<file path="src/rtl/posit_unpack_pkg.sv">
package posit_unpack_pkg;

  typedef enum logic [1:0] {
    WORD_ORDINARY = 2'd0,
    WORD_ZERO     = 2'd1,
    WORD_NAR      = 2'd2
  } word_kind_e;

  function automatic int exp_width(input int n, input int wes);
    return $clog2(n) + 1 + wes;
  endfunction

  function automatic int frac_width(input int n, input int wes);
    return n - 3 - wes;
  endfunction

endpackage

</file>
<file path="src/rtl/posit_special_detect.sv">
module posit_special_detect
  import posit_unpack_pkg::*;
#(
  parameter int N = 16
) (
  input  logic [N-1:0] word_i,
  output word_kind_e   kind_o
);

  logic tail_any;

  always_comb begin
    tail_any = |word_i[N-2:0];
    if (tail_any)       kind_o = WORD_ORDINARY;
    else if (word_i[N-1]) kind_o = WORD_NAR;
    else                kind_o = WORD_ZERO;
  end

endmodule

</file>
<file path="src/rtl/posit_run_counter.sv">
module posit_run_counter #(
  parameter int W  = 15,
  parameter int CW = 4
) (
  input  logic [W-1:0]  vec_i,
  output logic [CW-1:0] run_len_o,
  output logic          lead_bit_o
);

  logic running;

  always_comb begin
    run_len_o  = '0;
    running    = 1'b1;
    lead_bit_o = vec_i[W-1];
    for (int i = W - 1; i >= 0; i--) begin
      if (running && (vec_i[i] == vec_i[W-1])) run_len_o = run_len_o + CW'(1);
      else running = 1'b0;
    end
  end

  // the run is never empty, and it ends at a differing bit or at the word end
  always_comb begin
    assert_run_nonempty_R4: assert (run_len_o >= CW'(1) && int'(run_len_o) <= W);
    if (int'(run_len_o) < W)
      assert_run_terminated_R4: assert (vec_i[W - 1 - int'(run_len_o)] != lead_bit_o);
  end

endmodule

</file>
<file path="src/rtl/posit_field_align.sv">
module posit_field_align #(
  parameter int N   = 16,
  parameter int WES = 1,
  parameter int CW  = 4,
  localparam int ESW = (WES > 0) ? WES : 1,
  localparam int FW  = N - 3 - WES
) (
  input  logic [N-4:0]  body_i,
  input  logic [CW-1:0] run_len_i,
  output logic [ESW-1:0] es_o,
  output logic [FW-1:0] frac_o
);

  // The two bits below the sign always belong to the run or its terminator,
  // so the body starts after them and needs run_len-1 further positions.
  logic [N-4:0] aligned;

  always_comb aligned = body_i << (run_len_i - CW'(1));

  generate
    if (WES > 0) begin : g_es
      assign es_o = aligned[N-4 -: WES];
    end else begin : g_no_es
      assign es_o = 1'b0;
    end
  endgenerate

  assign frac_o = aligned[FW-1:0];

endmodule

</file>
<file path="src/rtl/posit_exp_build.sv">
module posit_exp_build #(
  parameter int N   = 16,
  parameter int WES = 1,
  parameter int CW  = 4,
  parameter int EW  = 6,
  localparam int ESW = (WES > 0) ? WES : 1,
  localparam logic [EW-1:0] BIAS = EW'(1) << (EW - 1)
) (
  input  logic           sign_i,
  input  logic           lead_bit_i,
  input  logic [CW-1:0]  run_len_i,
  input  logic [ESW-1:0] es_i,
  output logic [EW-1:0]  exp_o
);

  logic [EW-1:0] run_ext;
  logic [EW-1:0] regime;
  logic [EW-1:0] es_ext;
  logic          upward;

  always_comb begin
    run_ext = EW'(run_len_i);
    upward  = lead_bit_i ^ sign_i;
    regime  = upward ? (run_ext - EW'(1)) : (~run_ext + EW'(1));
  end

  generate
    if (WES > 0) begin : g_es
      assign es_ext = EW'(es_i ^ {WES{sign_i}});
    end else begin : g_no_es
      assign es_ext = '0;
    end
  endgenerate

  assign exp_o = (regime << WES) + es_ext + BIAS;

  // the regime polarity decides which side of the bias the exponent lands on
  // the biased exponent never reaches zero
  always_comb begin
    if (upward) assert_up_regime_R4: assert (exp_o >= BIAS);
    else        assert_down_regime_R4: assert (exp_o < BIAS);
    assert_exp_nonzero_R8: assert (exp_o != '0);
  end

endmodule

</file>
<file path="src/rtl/posit_unpack.sv">
module posit_unpack
  import posit_unpack_pkg::*;
#(
  parameter int N   = 16,
  parameter int WES = 1
) (
  input  logic [N-1:0] word_i,
  output logic         nar_o,
  output logic         sign_o,
  output logic         implicit_o,
  output logic [posit_unpack_pkg::exp_width(N, WES)-1:0]  exp_o,
  output logic [posit_unpack_pkg::frac_width(N, WES)-1:0] frac_o
);

  localparam int EW  = exp_width(N, WES);
  localparam int FW  = frac_width(N, WES);
  localparam int CW  = $clog2(N);
  localparam int ESW = (WES > 0) ? WES : 1;

  word_kind_e     kind;
  logic [CW-1:0]  run_len;
  logic           lead_bit;
  logic [ESW-1:0] es_bits;
  logic [FW-1:0]  frac_raw;
  logic [EW-1:0]  exp_raw;
  logic           ordinary;

  posit_special_detect #(.N(N)) u_special (
    .word_i (word_i),
    .kind_o (kind)
  );

  posit_run_counter #(.W(N - 1), .CW(CW)) u_run (
    .vec_i      (word_i[N-2:0]),
    .run_len_o  (run_len),
    .lead_bit_o (lead_bit)
  );

  posit_field_align #(.N(N), .WES(WES), .CW(CW)) u_align (
    .body_i    (word_i[N-4:0]),
    .run_len_i (run_len),
    .es_o      (es_bits),
    .frac_o    (frac_raw)
  );

  posit_exp_build #(.N(N), .WES(WES), .CW(CW), .EW(EW)) u_exp (
    .sign_i     (word_i[N-1]),
    .lead_bit_i (lead_bit),
    .run_len_i  (run_len),
    .es_i       (es_bits),
    .exp_o      (exp_raw)
  );

  always_comb begin
    ordinary   = (kind == WORD_ORDINARY);
    sign_o     = word_i[N-1];
    nar_o      = (kind == WORD_NAR);
    implicit_o = ordinary & ~word_i[N-1];
    exp_o      = ordinary ? exp_raw  : '0;
    frac_o     = ordinary ? frac_raw : '0;
  end

  // special words leave every numeric field cleared
  // not-a-real is only ever flagged with the sign set
  // ordinary words carry a nonzero exponent
  always_comb begin
    if (!ordinary)
      assert_special_clear_R2: assert (exp_o == '0 && frac_o == '0 && !implicit_o);
    if (nar_o)
      assert_nar_signed_R3: assert (sign_o && word_i[N-2:0] == '0);
    if (ordinary)
      assert_ordinary_exp_R8: assert (exp_o != '0);
  end

endmodule

</file>
<file path="config.mk">
export PLATFORM = sky130hd
export DESIGN_NAME = posit_unpack
export DESIGN_NICKNAME = d
export VERILOG_FILES = /design/src/rtl/posit_unpack_pkg.sv /design/src/rtl/posit_special_detect.sv /design/src/rtl/posit_run_counter.sv /design/src/rtl/posit_field_align.sv /design/src/rtl/posit_exp_build.sv /design/src/rtl/posit_unpack.sv
export SDC_FILE = /design/constraint.sdc
export NUM_CORES = 1
export LEC_CHECK = 0
export CAP_MARGIN = 20
export CORE_MARGIN = 10
export CORE_UTILIZATION = 50
export DETAILED_ROUTE_END_ITERATION = 12
export DONT_BUFFER_PORTS = 1
export PLACE_DENSITY = 0.72
export SLEW_MARGIN = 10
export SYNTH_ARGS = -nofsm -noshare
export SYNTH_HDL_FRONTEND = slang
export SYNTH_SLANG_ARGS = --single-unit
</file>
<file path="constraint.sdc">
create_clock -name vclk -period 16.53
set_input_delay 3.306 -clock vclk [all_inputs]
set_output_delay 3.306 -clock vclk [all_outputs]
set_load 0.1 [all_outputs]
</file>
==> run metrics <==
Power Density=a little under 80 mW/mm²; met1 usage in global routing=0.174; Fillers=341; FF+latch area=0 µm²; worst-path maximum fanout=40; crit path to=frac_o[3]; crit path DAT=between 10,000 and 15,000 ps; initial antenna violation count=0; setup TNS=0 ps; Worst Tran Pin Value=around 1100 ps; data required time of the critical path=approximately 13,000 ps; largest area contributor in the netlist=mux2i_1; layout cells sized above 1=0.144; worst rel slew slack=0.260; CP Launch Point=word_i[14]; simple-gate share of the synthesized area=0.323; sequential share of power=0; CLK BUF=0; fin nets=around 270; Crit path top cell by count=ha_1; die height=between 80 and 90 µm; synthesized cell area=between 0.0015 and 0.002 mm²; Worst path slowest cell=and3b_1; Clk pwr share=0; Setup Viol. Count Final=0; Inst Count DP=289; Gate power share=1.000; count of input and output buffers=0; HP Start=word_i[15]; FF+latch count=0; I/O Pins=37; period utilization=0.925; post-synthesis mux area share=0.213; width of the die=80.7 µm; row count=21; Final min period=around 15,000 ps; dpl hpwl=about 3800 µm; core region area=0.00344 mm²; synthesis-to-finish area growth=2.24%; combinational family with the most area after synthesis=simple AND/OR/NAND/NOR gates; crit end category=primary output; DRC=0; Seq/Total Area, Yosys=0; sw frac=0.773; Syn Nets=roughly 290; Setup CP Type=in2out; Post-Syn Area per Cell=7.08 µm²; All-Layer GR Usage=0.134; vias in the first global route=roughly 1.6k; RSZ-0062 raised after global routing=no; Switch Pwr=about 0.12 mW; most frequent cells in the layout=mux2i_1, nand2_1, a21oi_1, nor2_1, o21ai_0; antenna diode count=0; Ys Warns=0; Post-Route WL=between 4000 and 5000 µm; M3 GR Usage=0.0167; post-synthesis compound-gate area fraction=0.241; Fmax achieved=approximately 0.065 GHz; HP Class=in2out; Post-DRT Antenna Nets=0; busiest metal layer after global routing=met2; Crit path largest cell delay=890 ps; design area=0.00188 mm²; most common cell after layout, fill and taps aside=mux2i_1; first-pass GRT wire length=between 7000 and 8000 µm; Yosys top cell area share=0.169; Hold Vio Cnt, Final=0; drt wl/cell=around 16 µm; crit path launch type=input pin; status=complete, no violations; Pleak=a little over 0.8 nW; GPL Wtd Cong=approximately 0.85; First DRT Iteration DRCs=92; drt pass-1 iters=4; die area=between 0.006 and 0.007 mm²; Pint=roughly 0.034 mW; vias per cell=around 6.4; max_cap viols=0; hold buffer count at cts=0; synthesized instance count=260; Layout Cells excl Fill=roughly 290; adder-cell share of the synthesized area=0.0680; routed vias=approximately 1.8k; met2 GRT Util=0.238; Synth cell types=61; pin count of the biggest net entering global routing=41; placed cell areas=0.00188 mm²; xor and xnor area share after synthesis=0.0829; setup bufs post-CTS=0; Starting Density=0.535; Final Slew Violations=0; grt total ovfl=0; largest vdd supply drop=0.0325 mV; Post-CTS Resized=0; Synth area leaders=mux2i_1, ha_1, nor2_1
stage by stage:
step	hold WS, ps	utilization	total power [mW]	setup slack, ps
2_1_floorplan	6820	-	0.137	586
3_3_place_gp	6610	0.547	0.149	1470
3_5_place_dp	6610	0.547	0.150	1300
4_1_cts	6610	0.547	0.150	1300
5_1_grt	6610	0.547	0.158	544
6_report	6610	0.547	0.150	1240
synth_stat cells, types with 4 or more instances:
master and number:
xnor2_1 8, nand2b_1 9, or2_2 6, nand3_1 8, o22ai_1 5, and2_1 5, o21ai_0 16, xor2_1 5
nor3_1 8, clkbuf_1 12, inv_1 4, a21oi_1 15, ha_1 10, nand2_1 16, mux2i_1 31, o21bai_1 4
and3_1 7, nor2_1 23
kinds of logic after synthesis:
logic type	Yosys count
AND/OR/NAND/NOR	107
XOR/XNOR	15
adder cells (fa/ha/maj)	10
multiplexers	35
buffers and inverters	26
AO/OA/AOI/OAI	67
final cells by class:
class | instances | area, µm² | share of cell area
inverters | 6 | 25.0 | 0.0133
repair buffers | 3 | 40.0 | 0.0213
well taps | 46 | 57.6 | 0.0306
multi-input cells | 234 | 1760 | 0.935
worst min path at each step:
stage	endpoint	cells after the start	slack (ps)
6_report	sign_o	0	6610
4_1_cts	sign_o	0	6610
5_1_grt	sign_o	0	6610
3_5_place_dp	sign_o	0	6610
3_3_place_gp	sign_o	0	6610
2_1_floorplan	sign_o	1	6820
metal layers:
metal  vias to the layer above  wire, µm
li1                        948         -
met3                         2       282
met1                       849      2120
met2                        43      2290
met4                         0        18
met5                         -         0
power groups by stage:
stage | Clock [mW] | Sequential, mW | Combinational, mW
finish | 0 | 0 | 0.150
global route | 0 | 0 | 0.158
CTS | 0 | 0 | 0.150
detailed placement | 0 | 0 | 0.150
global placement | 0 | 0 | 0.149
floorplan | 0 | 0 | 0.137
worst max-delay path: cells and delay by family:
family,cells,cell delay (ps)
AOI/OAI and AO/OA,10,1910
xor gates and xnor gates,3,830
adders and majority gates,8,2330
muxes,4,690
and+or+nand+nor,9,2880
(Power assumes the default switching activity.)
